[src/rtl/aps_pkg.sv]
package aps_pkg;

    typedef enum logic {
        MODE_FLIP   = 1'b0,
        MODE_NEGATE = 1'b1
    } inv_mode_e;

    typedef struct packed {
        logic norm;
        logic inv;
        logic ws;
        logic ws_inv;
        logic dly1;
        logic dly2;
    } out_bits_t;

endpackage

[src/rtl/aps_frame_tracker.sv]
module aps_frame_tracker #(
    parameter int SLOT_BITS = 32,
    parameter int CW        = $clog2(SLOT_BITS) + 1
) (
    input  logic          clk_i,
    input  logic          rst_ni,
    input  logic          ws_i,
    output logic [CW-1:0] pos_o,
    output logic          en_o
);
    localparam logic [CW-1:0] POS_MAX = '1;

    typedef struct packed {
        logic          seen;
        logic          ws;
        logic [CW-1:0] pos;
        logic [1:0]    edges;
    } trk_t;

    trk_t s_q, s_d;
    logic mark;

    always_comb begin
        s_d     = s_q;
        // marker: sampled word select against its one-cycle delayed copy
        mark    = s_q.seen && (ws_i ^ s_q.ws);
        s_d.seen = 1'b1;
        s_d.ws   = ws_i;
        if (mark) begin
            s_d.pos = '0;
        end else if (s_q.pos != POS_MAX) begin
            s_d.pos = s_q.pos + 1'b1;
        end
        if (mark && (s_q.edges != 2'd2)) begin
            s_d.edges = s_q.edges + 2'd1;
        end
        pos_o = s_d.pos;
        en_o  = (s_d.edges == 2'd2);
    end

    always_ff @(posedge clk_i or negedge rst_ni) begin
        if (!rst_ni) begin
            s_q <= '{seen: 1'b0, ws: 1'b0, pos: POS_MAX, edges: 2'd0};
        end else begin
            s_q <= s_d;
        end
    end

endmodule

[src/rtl/aps_negator.sv]
module aps_negator #(
    parameter int SAMPLE_BITS = 16,
    parameter int CW          = 6
) (
    input  logic          clk_i,
    input  logic          rst_ni,
    input  logic [CW-1:0] pos_i,
    input  logic          sd_i,
    input  logic          en_i,
    output logic          ex_o
);
    localparam logic [CW-1:0]          LAST_POS = CW'(SAMPLE_BITS);
    localparam logic [SAMPLE_BITS-1:0] MOST_NEG = {1'b1, {(SAMPLE_BITS-1){1'b0}}};

    typedef struct packed {
        logic [SAMPLE_BITS-1:0] cap;
        logic [SAMPLE_BITS-1:0] shf;
        logic                   have;
    } neg_t;

    neg_t s_q, s_d;
    logic                   win;
    logic                   last;
    logic [SAMPLE_BITS-1:0] word;
    logic [SAMPLE_BITS-1:0] negated;

    always_comb begin
        s_d     = s_q;
        win     = (pos_i != '0) && (pos_i <= LAST_POS);
        last    = (pos_i == LAST_POS);
        word    = {s_q.cap[SAMPLE_BITS-2:0], sd_i};
        negated = (word == MOST_NEG) ? ~MOST_NEG : (~word + 1'b1);
        ex_o    = 1'b0;
        if (win) begin
            s_d.cap = word;
            ex_o    = s_q.have & s_q.shf[SAMPLE_BITS-1];
            s_d.shf = {s_q.shf[SAMPLE_BITS-2:0], 1'b0};
        end
        if (last) begin
            s_d.shf = negated;
            if (en_i) begin
                s_d.have = 1'b1;
            end
        end
    end

    always_ff @(posedge clk_i or negedge rst_ni) begin
        if (!rst_ni) begin
            s_q <= '0;
        end else begin
            s_q <= s_d;
        end
    end

endmodule

[src/rtl/aps_delay_line.sv]
module aps_delay_line #(
    parameter int WIDTH = 2,
    parameter int DEPTH = 32
) (
    input  logic             clk_i,
    input  logic             rst_ni,
    input  logic [WIDTH-1:0] din_i,
    output logic [WIDTH-1:0] tap1_o,
    output logic [WIDTH-1:0] tap2_o
);
    localparam int LEN = 2 * DEPTH;

    logic [LEN-1:0][WIDTH-1:0] sr_q, sr_d;

    always_comb begin
        sr_d   = {sr_q[LEN-2:0], din_i};
        tap1_o = sr_q[DEPTH-1];
        tap2_o = sr_q[LEN-1];
    end

    always_ff @(posedge clk_i or negedge rst_ni) begin
        if (!rst_ni) begin
            sr_q <= '0;
        end else begin
            sr_q <= sr_d;
        end
    end

endmodule

[src/rtl/audio_polarity_split.sv]
module audio_polarity_split
    import aps_pkg::*;
#(
    parameter int SLOT_BITS   = 32,
    parameter int SAMPLE_BITS = 16
) (
    input  logic clk_i,
    input  logic rst_ni,
    input  logic ws_i,
    input  logic sd_i,
    input  logic exact_i,
    output logic sd_o,
    output logic sd_inv_o,
    output logic ws_o,
    output logic ws_inv_o,
    output logic sd_dly1_o,
    output logic sd_dly2_o
);
    localparam int              CW      = $clog2(SLOT_BITS) + 1;
    localparam logic [CW-1:0]   LSB_POS = CW'(SAMPLE_BITS);

    typedef struct packed {
        logic          sd;
        logic          ws;
        logic [CW-1:0] pos;
        logic          en;
        logic          ex;
        inv_mode_e     mode;
    } stage_t;

    logic [CW-1:0] trk_pos;
    logic          trk_en;
    logic          neg_ex;
    logic [1:0]    dl_in, dl_tap1, dl_tap2;

    stage_t    a_q, a_d;
    out_bits_t o_q, o_d;
    logic      win_b, norm_b, ws_b, flip_b, negb_b;

    aps_frame_tracker #(.SLOT_BITS(SLOT_BITS), .CW(CW)) u_trk (
        .clk_i (clk_i),
        .rst_ni(rst_ni),
        .ws_i  (ws_i),
        .pos_o (trk_pos),
        .en_o  (trk_en)
    );

    aps_negator #(.SAMPLE_BITS(SAMPLE_BITS), .CW(CW)) u_neg (
        .clk_i (clk_i),
        .rst_ni(rst_ni),
        .pos_i (trk_pos),
        .sd_i  (sd_i),
        .en_i  (trk_en),
        .ex_o  (neg_ex)
    );

    // lane 0: straight data, lane 1: gated word select
    aps_delay_line #(.WIDTH(2), .DEPTH(SLOT_BITS)) u_dly (
        .clk_i (clk_i),
        .rst_ni(rst_ni),
        .din_i (dl_in),
        .tap1_o(dl_tap1),
        .tap2_o(dl_tap2)
    );

    // rising-edge capture stage
    always_comb begin
        a_d.sd   = sd_i;
        a_d.ws   = ws_i;
        a_d.pos  = trk_pos;
        a_d.en   = trk_en;
        a_d.ex   = neg_ex;
        a_d.mode = exact_i ? MODE_NEGATE : MODE_FLIP;
    end

    always_ff @(posedge clk_i or negedge rst_ni) begin
        if (!rst_ni) begin
            a_q <= '{sd: 1'b0, ws: 1'b0, pos: '1, en: 1'b0, ex: 1'b0, mode: MODE_FLIP};
        end else begin
            a_q <= a_d;
        end
    end

    // output formation, registered on the falling edge
    always_comb begin
        win_b  = a_q.en && (a_q.pos != '0) && (a_q.pos <= LSB_POS);
        norm_b = win_b & a_q.sd;
        ws_b   = a_q.en & a_q.ws;
        flip_b = win_b & ((a_q.pos == LSB_POS) ? a_q.sd : ~a_q.sd);
        negb_b = win_b & a_q.ex;
        dl_in  = {ws_b, norm_b};

        o_d.norm   = norm_b;
        o_d.ws     = ws_b;
        o_d.dly1   = dl_tap1[0];
        o_d.dly2   = dl_tap2[0];
        if (a_q.mode == MODE_NEGATE) begin
            o_d.inv    = negb_b;
            o_d.ws_inv = dl_tap1[1];
        end else begin
            o_d.inv    = flip_b;
            o_d.ws_inv = ws_b;
        end
    end

    always_ff @(negedge clk_i or negedge rst_ni) begin
        if (!rst_ni) begin
            o_q <= '0;
        end else begin
            o_q <= o_d;
        end
    end

    assign sd_o      = o_q.norm;
    assign sd_inv_o  = o_q.inv;
    assign ws_o      = o_q.ws;
    assign ws_inv_o  = o_q.ws_inv;
    assign sd_dly1_o = o_q.dly1;
    assign sd_dly2_o = o_q.dly2;

endmodule

[config.mk]
export PLATFORM = sky130hd
export DESIGN_NAME = audio_polarity_split
export DESIGN_NICKNAME = d
export VERILOG_FILES = /design/src/rtl/aps_pkg.sv /design/src/rtl/aps_frame_tracker.sv /design/src/rtl/aps_negator.sv /design/src/rtl/aps_delay_line.sv /design/src/rtl/audio_polarity_split.sv
export SDC_FILE = /design/constraint.sdc
export NUM_CORES = 1
export LEC_CHECK = 0
export BUFFER_PORTS_ARGS = -buffer_cell sky130_fd_sc_hd__buf_2
export CAP_MARGIN = 0
export CELL_PAD_IN_SITES_DETAIL_PLACEMENT = 0
export CELL_PAD_IN_SITES_GLOBAL_PLACEMENT = 1
export CORE_ASPECT_RATIO = 0.5
export CORE_MARGIN = 8
export CORE_UTILIZATION = 51
export DETAILED_ROUTE_END_ITERATION = 7
export GPL_TIMING_DRIVEN = 0
export PLACE_DENSITY_LB_ADDON = 0.08
export SYNTH_ARGS = -nofsm -noshare
export SYNTH_HDL_FRONTEND = slang
export SYNTH_SLANG_ARGS = --single-unit
[constraint.sdc]
create_clock -name clk_i -period 2.65 [get_ports clk_i]
set_clock_uncertainty 0.15 [all_clocks]
set_input_delay 0.265 -clock clk_i [delete_from_list [all_inputs] [get_ports clk_i]]
set_output_delay 0.265 -clock clk_i [all_outputs]
set_load 0.005 [all_outputs]
# Yosys cells after proc, flatten, opt, wreduce, memory -nomap -nowiden
# Cells that the tools add are included.
# totals
out_inout_bits	6
regBits	148
word_cells	121
# classes
order_cmp	2
n_bitwise	8
eq_ne	6
n_mux	12
n_reduce_logical	9
add_sub_neg	3
# op_table
operator	count
two-way mux 16 bit	2
two-way mux 17 bit	1
adder 16 x 1 -> 16 bit, second input constant	1
== test 16 bit, second input constant	1
NOT 16 bit	1
== test 6 x 5 -> 1 bit, second input constant	2
less-or-equal comparator 6 x 5 -> 1 bit, second input constant	2
two-way mux 6 bit	2
nonzero test 6 bit	2
adder 6 x 1 -> 6 bit, second input constant	1
two-way mux 1 bit	6
inequality test 6 bit, second input constant	1
AND 1 bit	5
logical AND 1 bit	5
adder 2 x 1 -> 2 bit, second input constant	1
== test 2 bit, second input constant	1
two-way mux 2 bit	1
inequality test 2 bit, second input constant	1
AND reduction 2 bit	1
nonzero test 2 bit	1
NOT 1 bit	1
bitwise XOR 1 bit	1

# Depth between registers and ports, before layout
# depth
depth_word	7
mapped_depth	9

# Modules after synthesis
# Synthesis repeated with hierarchy kept, for this count alone.
# hier_totals
cells_unflattened	380
area_unflattened_um2	6085.8
# by_module_without_submodules
module	cells_each	area_each_um2	n_inst	seq_area_each_um2
aps_delay_line	130	3218.1	1	3203.1
aps_negator	168	1762.9	1	800.8
aps_frame_tracker	54	579.3	1	257.7
audio_polarity_split	28	525.5	1	432.9

==> qor.txt <==
Status = finished with violations
Failing checks = setup timing
Core Rows = 25
First-pass detailed-route iteration total = 4
Clk buf depth = 2
Worst path max stage delay = 0.56 ns
Final #Nets = 405
Gate Count Post-Synth = 343
Setup Total Neg Slack = -1.56 ns
Clk pwr share = 35.0%
RSZ-0062 raised after global routing = yes
Clock Tree Root = clkbuf_16
Dominant synthesized flop cell = dfrtp_1
Share of flip-flops with an asynchronous set or reset = 100%
Worst hold endpoint = u_neg.s_q[17]
Final wirelength = 9260 µm
Hpwl dp = 4770 µm
Yosys top cell by area = dfrtp_1
Sw Ratio = 29.5%
Pre-CTS setup slack = -0.328 ns
Psw = 1.95 mW
Initial antenna violation count = 0
Full die area = 13500 µm²
Slowest CP cell = dfstp_2
Via count of the first global-routing pass = 2752
HP Start = sd_i
Power Density = 1060 nW/µm²
FF-to-FF End = sd_inv_o
Ys Warns = 0
Area contributors post-synth = dfrtp_1, dfstp_2, mux2_2
Fillers = 672
Share of cells above drive strength 1 = 27.6%
Chip width = 156 µm
Sequential power share = 44.7%
Clock tree from TritonCTS = done
Int Power = 4.66 mW
Worst setup SP type = flop
Worst EP required = 1.42 ns
Synth Cell Area = 5020 µm²
Global route total overflow = 0
Clock slew at reported path FFs = 0.06 ns
Leak = 3.01 nW
Proportion of power drawn by combinational gates = 20.3%
Netlist cell types = 48
Synth Register Bits = 148
Setup ws final = -0.316 ns
Post-DRT Antenna Nets = 0
MaxCap Viol Count = 0
Crit path kind = flop to flop
Min-delay worst type = primary input to flop
Synth top area share = 67.7%
Net Count, Synth = 352
Setup violations, final = 19
Placed cells = 489
Clock sink count = 148
Largest net degree at the start of global routing = 88
Synth top cells by count = dfrtp_1, nand2_1, nor2_1
Die Ht = 86.2 µm
Vias = 2746
Area Overhead vs Synth = 23.8%
Reg2reg path depth = 7
Worst VDD drop = 0.593 mV
Initial cell density of the core = 52.8%
Rel. slew slack = 62.1%
Global-route wire length before repair = 14500 µm
Sequential fraction of the synthesis area = 73.9%
Worst Setup End Kind = flop
Routed WL per cell = 17.0 µm
Worst r2r src = u_trk.s_q[2]
Worst-Margin Slew = 0.568 ns
Vias/cell = 5.05
H-Tree Depth = 4
Final hold vios = 0
Hold path depth = 3
Non-Filler Instances = 544
Clock Latency Late Sink = 0.41 ns
I/O pins = 11
Fin. max-slew vios = 0
Antenna Diode Count = 0
Most frequent cell after synthesis = dfrtp_1
DRT iter0 DRCs = 177
Core ar. = 9510 µm²
Crit-path cells = inv_4 -> ha_4 -> nor3b_4 -> nand2_1 -> xnor2_1 -> o21ai_1 -> and4b_1
DRC viols = 0
Routability Congestion = 0.786
IO Port Bufs = 10
GRT Total Usage = 14.2%
Post-synth EDFFs = 0
Synthesized area per cell = 14.6 µm²
Crit path DAT = 1.73 ns
Reg2reg setup slack = -0.32 ns
Max FO, Critical Path = 2
Num CTS Buffers = 17
==> routing by layer <==
metal  vias to the layer above  wire length (µm)  track usage, %
li1                       1269                 -               -
met1                      1421              4340            18.1
met2                        42              4450            21.6
met3                        14               337            5.56
met4                         0               128            5.19
met5                         -                 0               0
==> cells by family (layout without fill, tap and decap cells) <==
family                     count (synthesis)  in the layout  synth area share, %
DFF                                      148            148                 73.9
and+or+nand+nor                           93             93                 10.2
AOI/OAI and AO/OA                         33             33                 4.26
muxes                                     26             26                 5.53
buffers and inverters                     20             86                 1.92
xor gates and xnor gates                  18             18                 3.14
adders and majority gates                  4              4                0.996
other                                      1              1               0.0746
==> placed cells by master, fill, tap and decap left out, types with 3 or more instances in the layout <==
cell type	netlist	layout
xnor2_1	10	10
and3_1	8	8
nand2_1	35	34
clkbuf_1	6	5
nor2_1	19	19
buf_6	1	6
buf_2	5	12
dfrtn_1	6	6
buf_8	0	4
mux2_2	14	14
buf_4	2	14
o21ai_0	13	4
clkbuf_16	0	19
dfstp_2	6	6
inv_6	0	5
dfrtp_1	136	136
mux2i_1	12	10
o31ai_1	4	4
xor2_1	8	7
nand3_1	3	3
o21ai_1	4	12
inv_8	0	3
clkinvlp_4	0	4
inv_1	6	4
dlygate4sd3_1	0	4
==> per-stage QoR <==
| stage | util [%] | area, µm² | hold slack [ns] | total power [mW] |
|---|---|---|---|---|
| after floorplan | - | 5050 | -0.181 | 3.69 |
| after global placement | 55.4 | 5270 | 0.186 | 3.96 |
| after detailed placement | 55.8 | 5300 | 0.118 | 4.01 |
| after CTS | 62.5 | 5950 | 0.00903 | 6.41 |
| after global routing | 65.4 | 6220 | 0.0259 | 6.96 |
| final | 65.4 | 6220 | 0.0349 | 6.61 |
==> critical path, delay by kind of cell (launching register included) <==
| family | cells | cell delay [ns] |
|---|---|---|
| AO/OA/AOI/OAI | 1 | 0.08 |
| XOR/XNOR | 1 | 0.12 |
| adder cells (fa/ha/maj) | 1 | 0.14 |
| buffers and inverters | 1 | 0.04 |
| flip-flops | 1 | 0.56 |
| AND/OR/NAND/NOR | 3 | 0.37 |
==> worst max-delay path by stage <==
stage	start	endpoint	slack, ns	cells after the start
floorplan	u_trk.s_q[2]	sd_inv_o	-0.26	7
global placement	rst_ni	ws_o	-1.82	1
detailed placement	u_trk.s_q[2]	sd_inv_o	-0.33	7
CTS	u_trk.s_q[2]	sd_inv_o	-0.31	7
global route	u_trk.s_q[2]	sd_inv_o	-0.42	7
finish	u_trk.s_q[2]	sd_inv_o	-0.32	7
==> layout make-up <==
type / instances / area [µm²] / share of cell area, %
flip-flops and latches: 148 / 3710 / 59.6
repair buffers: 34 / 317 / 5.09
plain buffers: 14 / 116 / 1.87
well taps: 135 / 169 / 2.71
clock buffers: 18 / 429 / 6.90
inverters: 6 / 25.0 / 0.402
multi-input cells: 175 / 1310 / 21.1
clock inverters: 14 / 143 / 2.29
==> registers in the layout, indices dropped and copies added, names as in the netlist <==
| register | cells |
|---|---|
| a_q | 4 |
| sd_dly1_o | 1 |
| sd_dly2_o | 1 |
| sd_inv_o | 1 |
| sd_o | 1 |
| u_dly.sr_d | 93 |
| u_dly.tap1_o | 2 |
| u_dly.tap2_o | 1 |
| u_neg.s_q | 32 |
| u_trk.s_q | 10 |
| ws_inv_o | 1 |
| ws_o | 1 |
==> power by group through the flow <==
stage	combinational, mW	sequential [mW]	clock, mW
floorplan	0.786	2.90	0
global placement	0.997	2.97	0
detailed placement	1.03	2.98	0
CTS	1.08	2.95	2.37
global route	1.48	3.00	2.48
finish	1.34	2.95	2.32
==> timing repair <==
action,in CTS,in global routing
gates cloned,0,5
pin swaps,3,7
hold buffers,4,0
endpoints found under the setup margin,6,40
resized for setup,4,45
buffers inserted,3,11
hold endpoints to repair,59,0
(Power assumes the default switching activity.)
